**config.mk**
```make
export PLATFORM = sky130hd
export DESIGN_NAME = pgstk_top
export DESIGN_NICKNAME = d
export VERILOG_FILES = /design/src/rtl/pgstk_pkg.sv /design/src/rtl/pgstk_ctrl.sv /design/src/rtl/pgstk_dpath.sv /design/src/rtl/pgstk_top.sv
export SDC_FILE = /design/constraint.sdc
export NUM_CORES = 1
export LEC_CHECK = 0
export BUFFER_PORTS_ARGS = -buffer_cell sky130_fd_sc_hd__buf_2
export CORE_ASPECT_RATIO = 1.75
export CORE_MARGIN = 8
export CORE_UTILIZATION = 54
export CTS_BUF_LIST = sky130_fd_sc_hd__clkbuf_16
export DETAILED_ROUTE_END_ITERATION = 10
export PLACE_DENSITY = 0.8
export SETUP_SLACK_MARGIN = 0.15
export SYNTH_ARGS = -nofsm -noshare
export SYNTH_HDL_FRONTEND = slang
export SYNTH_SLANG_ARGS = --single-unit
```
**constraint.sdc**
```tcl
create_clock -name clk -period 2.3 [get_ports clk]
set_input_delay 0.115 -clock clk [delete_from_list [all_inputs] [get_ports clk]]
set_output_delay 0.115 -clock clk [all_outputs]
set_load 0.01 [all_outputs]
```
**src/rtl/pgstk_pkg.sv**
```systemverilog
package pgstk_pkg;
  // Strobes from control to datapath; at most one of them is set in a cycle.
  typedef struct packed {
    logic push;
    logic pop;
    logic wr;
  } stackCtl_t;
endpackage

```
**src/rtl/pgstk_ctrl.sv**
```systemverilog
module pgstk_ctrl
  import pgstk_pkg::*;
#(
  parameter int OWE_W = 2
) (
  input  logic      clk,
  input  logic      rstN,
  input  logic      irqEnter,
  input  logic      irqReturn,
  input  logic      regWrEn,
  input  logic      regAddrValid,
  output stackCtl_t ctl,
  output logic      owedPending
);
  localparam int SUM_W = OWE_W + 1;
  localparam logic [SUM_W-1:0] OWE_MAX = SUM_W'((1 << OWE_W) - 1);

  logic [OWE_W-1:0] owedQ;
  logic [OWE_W-1:0] owedD;
  logic [SUM_W-1:0] owedSum;
  logic [SUM_W-1:0] owedLeft;

  // Returns still owed, including the one arriving in this cycle.
  assign owedSum  = {1'b0, owedQ} + SUM_W'(irqReturn);
  assign owedLeft = owedSum - SUM_W'(1);

  always_comb begin
    ctl.push = irqEnter;
    ctl.pop  = !irqEnter && (owedSum != '0);
    ctl.wr   = regWrEn && regAddrValid && !irqEnter && !ctl.pop;
  end

  always_comb begin
    if (irqEnter) begin
      owedD = (owedSum > OWE_MAX) ? OWE_MAX[OWE_W-1:0] : owedSum[OWE_W-1:0];
    end else if (ctl.pop) begin
      owedD = owedLeft[OWE_W-1:0];
    end else begin
      owedD = owedQ;
    end
  end

  always_ff @(posedge clk) begin
    if (!rstN) owedQ <= '0;
    else       owedQ <= owedD;
  end

  assign owedPending = (owedQ != '0);
endmodule

```
**src/rtl/pgstk_dpath.sv**
```systemverilog
module pgstk_dpath
  import pgstk_pkg::*;
#(
  parameter int PAGE_W = 8,
  parameter int DEPTH  = 3,
  parameter int ADDR_W = 2
) (
  input  logic                          clk,
  input  logic                          rstN,
  input  stackCtl_t                     ctl,
  input  logic [PAGE_W-1:0]             pushPage,
  input  logic [ADDR_W-1:0]             addr,
  input  logic [PAGE_W-1:0]             wrData,
  output logic [PAGE_W-1:0]             rdData,
  output logic [DEPTH-1:0][PAGE_W-1:0]  entries
);
  logic [DEPTH-1:0][PAGE_W-1:0] entryQ;

  for (genvar i = 0; i < DEPTH; i++) begin : g_level
    logic [PAGE_W-1:0] fromAbove;
    logic [PAGE_W-1:0] fromBelow;

    if (i == 0) begin : g_top
      assign fromAbove = pushPage;
    end else begin : g_mid
      assign fromAbove = entryQ[i-1];
    end

    if (i == DEPTH - 1) begin : g_bot
      assign fromBelow = '0;
    end else begin : g_nbot
      assign fromBelow = entryQ[i+1];
    end

    always_ff @(posedge clk) begin
      if (!rstN) begin
        entryQ[i] <= '0;
      end else if (ctl.push) begin
        entryQ[i] <= fromAbove;
      end else if (ctl.pop) begin
        entryQ[i] <= fromBelow;
      end else if (ctl.wr && (addr == ADDR_W'(i))) begin
        entryQ[i] <= wrData;
      end
    end
  end

  always_comb begin
    rdData = '0;
    for (int k = 0; k < DEPTH; k++) begin
      if (addr == ADDR_W'(k)) rdData = entryQ[k];
    end
  end

  assign entries = entryQ;
endmodule

```
**src/rtl/pgstk_top.sv**
```systemverilog
module pgstk_top
  import pgstk_pkg::*;
#(
  parameter int PAGE_W = 8,
  parameter int DEPTH  = 3,
  parameter int OWE_W  = 2,
  parameter int ADDR_W = $clog2(DEPTH + 1)
) (
  input  logic              clk,
  input  logic              rstN,
  input  logic              irqEnter,
  input  logic              irqReturn,
  input  logic [PAGE_W-1:0] irqPage,
  input  logic              regWrEn,
  input  logic [ADDR_W-1:0] regAddr,
  input  logic [PAGE_W-1:0] regWrData,
  output logic [PAGE_W-1:0] regRdData,
  output logic [PAGE_W-1:0] curPage
);
  stackCtl_t                    ctlStb;
  logic                         addrValid;
  logic                         owedPending;
  logic [DEPTH-1:0][PAGE_W-1:0] entryVec;

  assign addrValid = (regAddr < ADDR_W'(DEPTH));

  pgstk_ctrl #(.OWE_W(OWE_W)) u_ctrl (
    .clk          (clk),
    .rstN         (rstN),
    .irqEnter     (irqEnter),
    .irqReturn    (irqReturn),
    .regWrEn      (regWrEn),
    .regAddrValid (addrValid),
    .ctl          (ctlStb),
    .owedPending  (owedPending)
  );

  pgstk_dpath #(.PAGE_W(PAGE_W), .DEPTH(DEPTH), .ADDR_W(ADDR_W)) u_dpath (
    .clk      (clk),
    .rstN     (rstN),
    .ctl      (ctlStb),
    .pushPage (irqPage),
    .addr     (regAddr),
    .wrData   (regWrData),
    .rdData   (regRdData),
    .entries  (entryVec)
  );

  assign curPage = entryVec[0];
endmodule

```
After elaboration in Yosys (flattened, before gate mapping)
Index checks and enable logic that the tools add are counted.
- add/sub/neg operators: 2
- $lt $le $gt $ge: 2
- equal/unequal tests: 2
- mux-type cells: 15
- reductions and logical operators: 15
- operator list (kind ; count):
    two-way mux 8 bit ; 12
    nonzero test 3 bit ; 4
    logical AND 1 bit ; 7
    two-way mux 2 bit ; 3
    adder 2 x 1 -> 3 bit ; 1
    greater-than comparator 3 x 2 -> 1 bit (second input constant) ; 1
    equality test 2 x 1 -> 1 bit (second input constant) ; 1
    equality test 2 bit (second input constant) ; 1
    zero test 1 bit ; 2
    zero test 2 bit ; 1
    < comparator 2 bit (second input constant) ; 1
    nonzero test 2 bit ; 1
    subtractor 2 x 1 -> 2 bit (second input constant) ; 1
- register bits after elaboration: 26
- output and inout bits: 16

Depth between registers and ports, before layout
Gate-level depths: netlist of run 1.
- word-level depth: 9
- mapped depth: 7
- mapped depth without buffers: 5

Hierarchy
From an unflattened synthesis of run 1, not the netlist that was laid out.
- cells, all modules: 181
- area total of the unflattened synthesis: 1705.4 um^2
- by module, submodules not included (module ; instances ; cells an instance ; area an instance (um^2) ; seq. area each (um^2)):
    pgstk_dpath ; 1 ; 155 ; 1514.0 ; 480.5
    pgstk_ctrl ; 1 ; 25 ; 187.7 ; 40.0
    pgstk_top ; 1 ; 1 ; 3.8 ; 0.0

Worst setup path after synthesis of run 1
No wires, ideal clock.
- path kind: reg2reg
- from: register u_ctrl.owedQ[0]
- to: register u_dpath.entryQ (netlist bit u_dpath.g_level[0].fromBelow[0])
- library setup time: 0.138 ns
- arrival time: 1.849 ns
- data required time: 2.162 ns
- path slack: 0.314 ns
- cell stages (with the launch flop): 8
- buffers on the path: 2
- cell sequence: dfxtp_1 ha_1 ha_1 or4_1 clkbuf_2 buf_2 nor3_1 a211oi_1
- cells in the longest elaborated chain, start to end: 7
- elaborated cells between the ends (all ways): 9
- those cells by class: add/sub: 1; mux: 2; reduce/logical: 6
- ends and longest elaborated chain (element ; line ; text):
    from (decl) ; pgstk_ctrl.sv:18 ; logic [OWE_W-1:0] owedQ;
    from (signal assigned) ; pgstk_ctrl.sv:45 ; else owedQ <= owedD;
    adder 2 x 1 -> 3 bit * ; pgstk_ctrl.sv:24 ; assign owedSum = {1'b0, owedQ} + SUM_W'(irqReturn);
    nonzero test 3 bit * ; pgstk_ctrl.sv:29 ; ctl.pop = !irqEnter && (owedSum != '0);
    logical AND 1 bit * ; pgstk_ctrl.sv:29 ;
    zero test 1 bit ; pgstk_ctrl.sv:30 ; ctl.wr = regWrEn && regAddrValid && !irqEnter && !ctl.pop;
    logical AND 1 bit ; pgstk_ctrl.sv:30 ;
    logical AND 1 bit ; pgstk_dpath.sv:42 ; end else if (ctl.wr && (addr == ADDR_W'(i))) begin
    nonzero test 3 bit (no source line) ; n/a ;
    to (signal, indexed assignment) ; pgstk_dpath.sv:39 ; entryQ[i] <= fromAbove;
    to (signal, indexed assignment) ; pgstk_dpath.sv:41 ; entryQ[i] <= fromBelow;
    to (signal, indexed assignment) ; pgstk_dpath.sv:43 ; entryQ[i] <= wrData;
    to (decl) ; pgstk_dpath.sv:17 ; logic [DEPTH-1:0][PAGE_W-1:0] entryQ;
Mark *: on every way between the ends. The rest lies on a longest branch, timed or not.
A chain may end at the register's enable or synchronous reset.

Worst setup path after layout of run 1
- from: register u_ctrl.owedQ[0]
- to: register u_dpath.entryQ (netlist bit u_dpath.g_level[1].fromBelow[0])
Same word-level chain as after synthesis.

==> flow_summary.json, run 1 <==
{
  "synth-seq-area-share": 0.289,
  "power_frac_seq": 0.362,
  "floorplan.initialDensity": 0.547,
  "die_x_um": 59.7,
  "port-buffer-count": 38,
  "htree_num_levels": 1,
  "outcome": "finished clean",
  "relSlewSlack": 0.413,
  "critical_path.startpoint": "u_ctrl.owedQ[0]",
  "antenna_found_initial": 0,
  "flow.area_growth_from_synthesis_pct": 14.5,
  "wire_length_of_the_first_global_routing_pass_um": 8420,
  "cp_max_fo": 24,
  "overflow": 0,
  "dp_hpwl_um": 3610,
  "setup_violations": 0,
  "timing.critical_path.to_type": "flop",
  "via_cell_ratio": 6.34,
  "total_wire_length_um": 5140,
  "die_height_um": 92.4,
  "wl_per_cell_um": 18.6,
  "number_of_pins_with_negative_max_slew_slack_in_the_final_report": 0,
  "timing.max_cap.violations": 0,
  "final_cell_count_no_fill": 277,
  "cellInternalPower_mw": 1.09,
  "power_frac_clock": 0.320,
  "grt_setup_unrepaired": "false",
  "synth-edff-count": 0,
  "sw_frac_of_total": 0.323,
  "post_layout_nets": 260,
  "final_hold_viol_count": 0,
  "min_period_ns": 2.03,
  "dp.cells": 273,
  "post_synth_inst_count": 213,
  "postLayoutSetupSlackWorst_ns": 0.270,
  "finalHoldWorstSlack_ns": 0.171,
  "comb_power_share": 0.318,
  "clkSinkCount": 26,
  "p_sw_mw": 0.517,
  "dpl-instance-area_um2": 1930,
  "clockBufferDepth": 2,
  "antenna_cells": 0,
  "final_min_period_over_clock_period": 0.883,
  "total_leakage_power_nw": 0.815,
  "cts.clk_slew.worst_paths_ns": 0.07,
  "num-fill-cells": 329,
  "final_design_area_no_fill_um2": 2060,
  "avgSynthCellArea_um2": 8.45,
  "dp_worst_setup_slack_ns": 0.215,
  "holdBufCountCts": 0,
  "holdCritStartpoint": "irqPage[7]",
  "ys_seq_elements": 26,
  "critPathRequiredTime_ns": 2.45,
  "crit-reg2reg-launch": "u_ctrl.owedQ[0]",
  "worstSetupStartpointType": "flop",
  "placer_congestion": 0.874,
  "power_mw": 1.60,
  "die_area_um2": 5510,
  "yosys_warnings": 0,
  "synth_fp_nets": 240,
  "worst_hold_path_type": "in2reg",
  "design.portCount": 39,
  "yosysTopAreaCellShare": 0.289,
  "detail_route.first_pass.iterations": 4,
  "clock_skew_ns": 0.00261,
  "vdd.ir_drop.worst_uv": 558,
  "drc": 0,
  "fp.coreArea_um2": 3290,
  "post_synth_instance_area_um2": 1800,
  "route.vias.total": 1757,
  "grt_start_max_net_pins": 32,
  "finalCoreUtilization": 0.626,
  "total_global_routing_track_utilization": 0.192,
  "root_buffer": "sky130_fd_sc_hd__clkbuf_16",
  "crit_type": "reg2reg",
  "numCtsBuffers": 3,
  "power.density_nw_per_um2": 778,
  "cp_data_arrival_time_ns": 2.18,
  "tritoncts": "done",
  "rows": 28,
  "synthDistinctLibCells": 32,
  "setup_total_negative_slack_ns": 0,
  "antenna_left": 0,
  "via_count_of_the_first_global_routing_pass": 1761,
  "drtIter0Drc": 100,
  "ys_dominant_reg_cell": "sky130_fd_sc_hd__dfxtp_1",
  "synthDominantAreaCellType": "sky130_fd_sc_hd__dfxtp_1",
  "clock_insertion_delay_worst_skew_ns": 0.26,
  "synth_async_sr_flop_share": 0,
  "post_route_cells_drive_above_1_share": 0.272,
  "fmax_mhz": 493,
  "tightest_slew_ns": 0.880,
  "synth.top_cells.by_area": "sky130_fd_sc_hd__dfxtp_1 (29%), sky130_fd_sc_hd__mux2i_1 (13%), sky130_fd_sc_hd__o21ai_0 (8.6%), sky130_fd_sc_hd__a211oi_1 (6.7%), sky130_fd_sc_hd__nor3_1 (4.4%)"
}
## final cells by class
cell class              count  area [µm²]  share of cell area
clock buffers               3        75.1              0.0364
clock inverters             1        30.0              0.0146
inverters                   2        7.51             0.00364
multi-input cells         157        1140               0.555
flip-flops and latches     26         520               0.253
well taps                  45        56.3              0.0273
repair buffers             43         228               0.111
## cells in the mapped netlist (all sizes together), types with 2 or more instances
cell type and count:
or4bb 6, inv 2, a211oi 16, o21ai 31
nand3b 2, and3b 2, ha 3, clkbuf 11
nor3 16, or4b 8, o31ai 9, mux2i 23
nand2 18, buf 17, o22ai 2, a21oi 8
o221ai 2, o31a 2, dfxtp 26
## kinds of logic after synthesis
group	after synthesis	share of synthesized area
compound gates	72	0.249
fa+ha+maj	4	0.0320
buf+inv	30	0.0910
flops	26	0.289
mux	23	0.128
simple gates	58	0.211
## flip-flops by register name, indices dropped and copies added, names as in the netlist
name and cells:
u_dpath.g_level.fromAbove 8, u_ctrl.owedQ 2, u_dpath.g_level.fromBelow 16
## routing by layer
layer	up-vias	part of all wire	GRT usage
met5	-	0	0
met4	0	0.055	0.126
met3	23	0.052	0.0278
met2	74	0.52	0.319
met1	819	0.37	0.217
li1	841	-	-
## what timing repair did
| action | in CTS | in global routing |
|---|---|---|
| setup buffers | 0 | 0 |
| setup endpoints to repair | 0 | 22 |
| gates resized for setup | 0 | 6 |
## final timing paths
| kind | end | slack [ns] | depth (start not counted) |
|---|---|---|---|
| max | u_dpath.g_level[1].fromBelow[0] | 0.27 | 6 |
| min | u_dpath.g_level[1].fromAbove[7] | 0.17 | 3 |
| max reg2reg | u_dpath.g_level[1].fromBelow[0] | 0.27 | 6 |
| min reg2reg | u_dpath.g_level[1].fromBelow[6] | 0.50 | 2 |
## layout by cell type (no fill, tap or decap), types with 2 or more instances in the layout
cell type	n
sky130_fd_sc_hd__inv_1	2
sky130_fd_sc_hd__o31a_1	2
sky130_fd_sc_hd__nand3b_1	2
sky130_fd_sc_hd__o22ai_1	2
sky130_fd_sc_hd__nor3_1	13
sky130_fd_sc_hd__nand2_1	18
sky130_fd_sc_hd__ha_2	3
sky130_fd_sc_hd__clkbuf_16	3
sky130_fd_sc_hd__mux2i_1	23
sky130_fd_sc_hd__dfxtp_1	26
sky130_fd_sc_hd__or4b_2	8
sky130_fd_sc_hd__a211oi_1	16
sky130_fd_sc_hd__a21oi_1	8
sky130_fd_sc_hd__nor3_2	3
sky130_fd_sc_hd__o221ai_1	2
sky130_fd_sc_hd__or4bb_1	6
sky130_fd_sc_hd__buf_4	5
sky130_fd_sc_hd__and3b_1	2
sky130_fd_sc_hd__buf_2	38
sky130_fd_sc_hd__o21ai_0	31
sky130_fd_sc_hd__o31ai_1	8
## worst max-delay path, cell delays in order (launching register included)
cell and delay, ns:
sky130_fd_sc_hd__dfxtp_1 0.34, sky130_fd_sc_hd__ha_2 0.21, sky130_fd_sc_hd__ha_2 0.31, sky130_fd_sc_hd__or4_1 0.47, sky130_fd_sc_hd__buf_4 0.24, sky130_fd_sc_hd__o31ai_1 0.27
sky130_fd_sc_hd__a21oi_1 0.06
## power by group through the flow
| stage | combinational, mW | clock [mW] | sequential, mW |
|---|---|---|---|
| 3_3_place_gp | 0.492 | 0 | 0.586 |
| 5_1_grt | 0.559 | 0.530 | 0.588 |
| 3_5_place_dp | 0.500 | 0 | 0.586 |
| 2_1_floorplan | 0.389 | 0 | 0.566 |
| 6_report | 0.509 | 0.514 | 0.580 |
| 4_1_cts | 0.501 | 0.514 | 0.577 |
Note: power is estimated with default switching activity, not from simulation.
==> inputs of run 2 (changes only) <==
--- a/config.mk
+++ b/config.mk
@@ -16,3 +16,4 @@
 export SYNTH_ARGS = -nofsm -noshare
 export SYNTH_HDL_FRONTEND = slang
 export SYNTH_SLANG_ARGS = --single-unit
+export TNS_END_PERCENT = 50
==> constraint.sdc (replaced) <==
create_clock -name clk -period 2.3 [get_ports clk]
set_input_delay 0.23 -clock clk [delete_from_list [all_inputs] [get_ports clk]]
set_output_delay 0.23 -clock clk [all_outputs]
set_load 0.01 [all_outputs]
==> run 2 against run 1 <==
Net effect: cell area is 0.36% lower; clock power is 2% higher; non-clock buffer count is 1 lower; sequential power is 1% higher; critical path depth stayed put; critical endpoint is now u_dpath.g_level[0].fromBelow[1].
==> flow_summary.json, run 2 (same netlist as run 1, synthesis figures left out) <==
{
  "outcome": "finished clean",
  "num-fill-cells": 350,
  "grt_setup_unrepaired": "true",
  "finalCoreUtilization": 0.623,
  "worstSetupStartpointType": "flop",
  "relSlewSlack": 0.411,
  "cp_max_fo": 24,
  "grt_start_max_net_pins": 32,
  "top_signal_layer_used": "met4",
  "die_area_um2": 5510,
  "setup_violations": 0,
  "routedLengthMet1_um": 2000,
  "clock_insertion_delay_worst_skew_ns": 0.27,
  "routed-wl-met3_um": 359,
  "overflow": 0,
  "timing.rr.end": "u_dpath.g_level[0].fromBelow[1]",
  "critPathRequiredTime_ns": 2.41,
  "clockBufferDepth": 2,
  "numCtsBuffers": 3,
  "final_min_period_over_clock_period": 0.890,
  "cp_data_arrival_time_ns": 2.16,
  "drtIter0Drc": 89,
  "dp_hpwl_um": 3650,
  "clkSinkCount": 26,
  "die_height_um": 92.4,
  "number_of_pins_with_negative_max_slew_slack_in_the_final_report": 0,
  "crit_type": "reg2reg",
  "layout_common_cells": "sky130_fd_sc_hd__buf_2 (38), sky130_fd_sc_hd__o21ai_0 (31), sky130_fd_sc_hd__dfxtp_1 (26)",
  "port-buffer-count": 38,
  "wire_length_of_the_first_global_routing_pass_um": 8380,
  "fp.coreArea_um2": 3290,
  "timing.critical_path.to_type": "flop",
  "vdd.ir_drop.worst_uv": 517,
  "post_layout_nets": 259,
  "final_design_area_no_fill_um2": 2050,
  "die_x_um": 59.7,
  "multi_input_comb_area_um2": 1130,
  "mostFrequentLayoutCell": "sky130_fd_sc_hd__buf_2",
  "dp.cells": 272,
  "total_global_routing_track_utilization": 0.192,
  "post_route_cells_drive_above_1_share": 0.255,
  "via_count_of_the_first_global_routing_pass": 1709,
  "crit-reg2reg-launch": "u_ctrl.owedQ[0]",
  "wl_met2_um": 2760,
  "tightest_slew_ns": 0.882,
  "setup.reg_to_reg.worst_slack_ns": 0.25,
  "timing.hold.worst_endpoint": "u_dpath.g_level[1].fromAbove[2]",
  "power_mw": 1.62,
  "total_wire_length_um": 5240,
  "largest_register_ffs": 16,
  "floorplan.initialDensity": 0.547,
  "layout.area.seq_um2": 520,
  "holdBufCountCts": 0,
  "postLayoutSetupSlackWorst_ns": 0.253,
  "final_hold_viol_count": 0,
  "final_cell_count_no_fill": 276,
  "drc": 0,
  "route.vias.total": 1767,
  "fmax_mhz": 488,
  "design.portCount": 39,
  "dp_worst_setup_slack_ns": 0.178,
  "min_period_ns": 2.05,
  "timing.max_cap.violations": 0,
  "antenna_left": 0,
  "clock_skew_ns": 0.00826,
  "worst_hold_path_type": "in2reg",
  "wl_per_cell_um": 19.0,
  "flow.area_growth_from_synthesis_pct": 14.0,
  "placer_congestion": 0.861,
  "via_cell_ratio": 6.40,
  "root_buffer": "sky130_fd_sc_hd__clkbuf_16",
  "holdCritStartpoint": "irqPage[2]",
  "rr_worst_depth": 6,
  "antenna_cells": 0,
  "cts.clk_slew.worst_paths_ns": 0.07,
  "rows": 28,
  "dpl-instance-area_um2": 1940,
  "detail_route.first_pass.iterations": 4,
  "power.density_nw_per_um2": 787,
  "tritoncts": "done",
  "finalHoldWorstSlack_ns": 0.281,
  "setup_total_negative_slack_ns": 0,
  "antenna_found_initial": 0,
  "total_leakage_power_nw": 0.814,
  "worst_hold_path.num_cells": 3,
  "htree_num_levels": 1
}
==> run 2: changes by cell type in the layout (fill, tap and decap cells not counted) <==
| cell | delta |
|---|---|
| sky130_fd_sc_hd__ha_1 | +1 |
| sky130_fd_sc_hd__nor3_1 | +1 |
| sky130_fd_sc_hd__nor3_2 | -1 |
| sky130_fd_sc_hd__ha_2 | -1 |
| sky130_fd_sc_hd__buf_4 | -2 |
| sky130_fd_sc_hd__o31ai_2 | -1 |
| sky130_fd_sc_hd__o31ai_1 | +1 |
| sky130_fd_sc_hd__buf_12 | +1 |
==> run 2: how the worst max path moves through the flow <==
stage	startpoint	end	cells after the start
after floorplan	u_ctrl.owedQ[0]	u_dpath.g_level[0].fromBelow[0]	7
after global placement	irqReturn	u_dpath.g_level[1].fromAbove[5]	7
after detailed placement	irqReturn	u_dpath.g_level[0].fromBelow[1]	7
after CTS	u_ctrl.owedQ[0]	u_dpath.g_level[0].fromBelow[1]	6
after global routing	u_ctrl.owedQ[0]	u_dpath.g_level[0].fromBelow[1]	6
final	u_ctrl.owedQ[0]	u_dpath.g_level[0].fromBelow[1]	6
==> run 2: worst max-delay path: stages (launching register included) <==
cell and delay [ns]:
sky130_fd_sc_hd__dfxtp_1 0.35, sky130_fd_sc_hd__ha_2 0.21, sky130_fd_sc_hd__ha_2 0.31, sky130_fd_sc_hd__or4_1 0.47, sky130_fd_sc_hd__buf_4 0.24, sky130_fd_sc_hd__nor3_1 0.22
sky130_fd_sc_hd__a211oi_1 0.08
==> run 2: area by class of cell <==
| type | instances | area share |
|---|---|---|
| inverter | 2 | 0.00366 |
| clock buffer | 3 | 0.0366 |
| tap | 45 | 0.0274 |
| sequential | 26 | 0.254 |
| clock inverter | 1 | 0.0146 |
| multi-input combinational | 157 | 0.551 |
| timing repair buffer | 42 | 0.113 |
==> run 2: what timing repair did <==
action | 4_1_cts | 5_1_grt
hold endpoints to repair | 0 | 0
resized for setup | 0 | 3
setup buffers | 0 | 0
endpoints found under the setup margin | 0 | 23
==> run 2: power by group <==
part	internal, mW	leakage, nW	switching [mW]
combinational	0.229	0.548	0.276
clock	0.347	0.0511	0.177
sequential	0.513	0.215	0.0723
total	1.09	0.814	0.525
==> run 2: layer usage <==
metal	GRT usage	up-vias
li1	-	839
met1	0.220	828
met2	0.345	88
met3	0.0208	12
met4	0.0741	0
met5	0	-
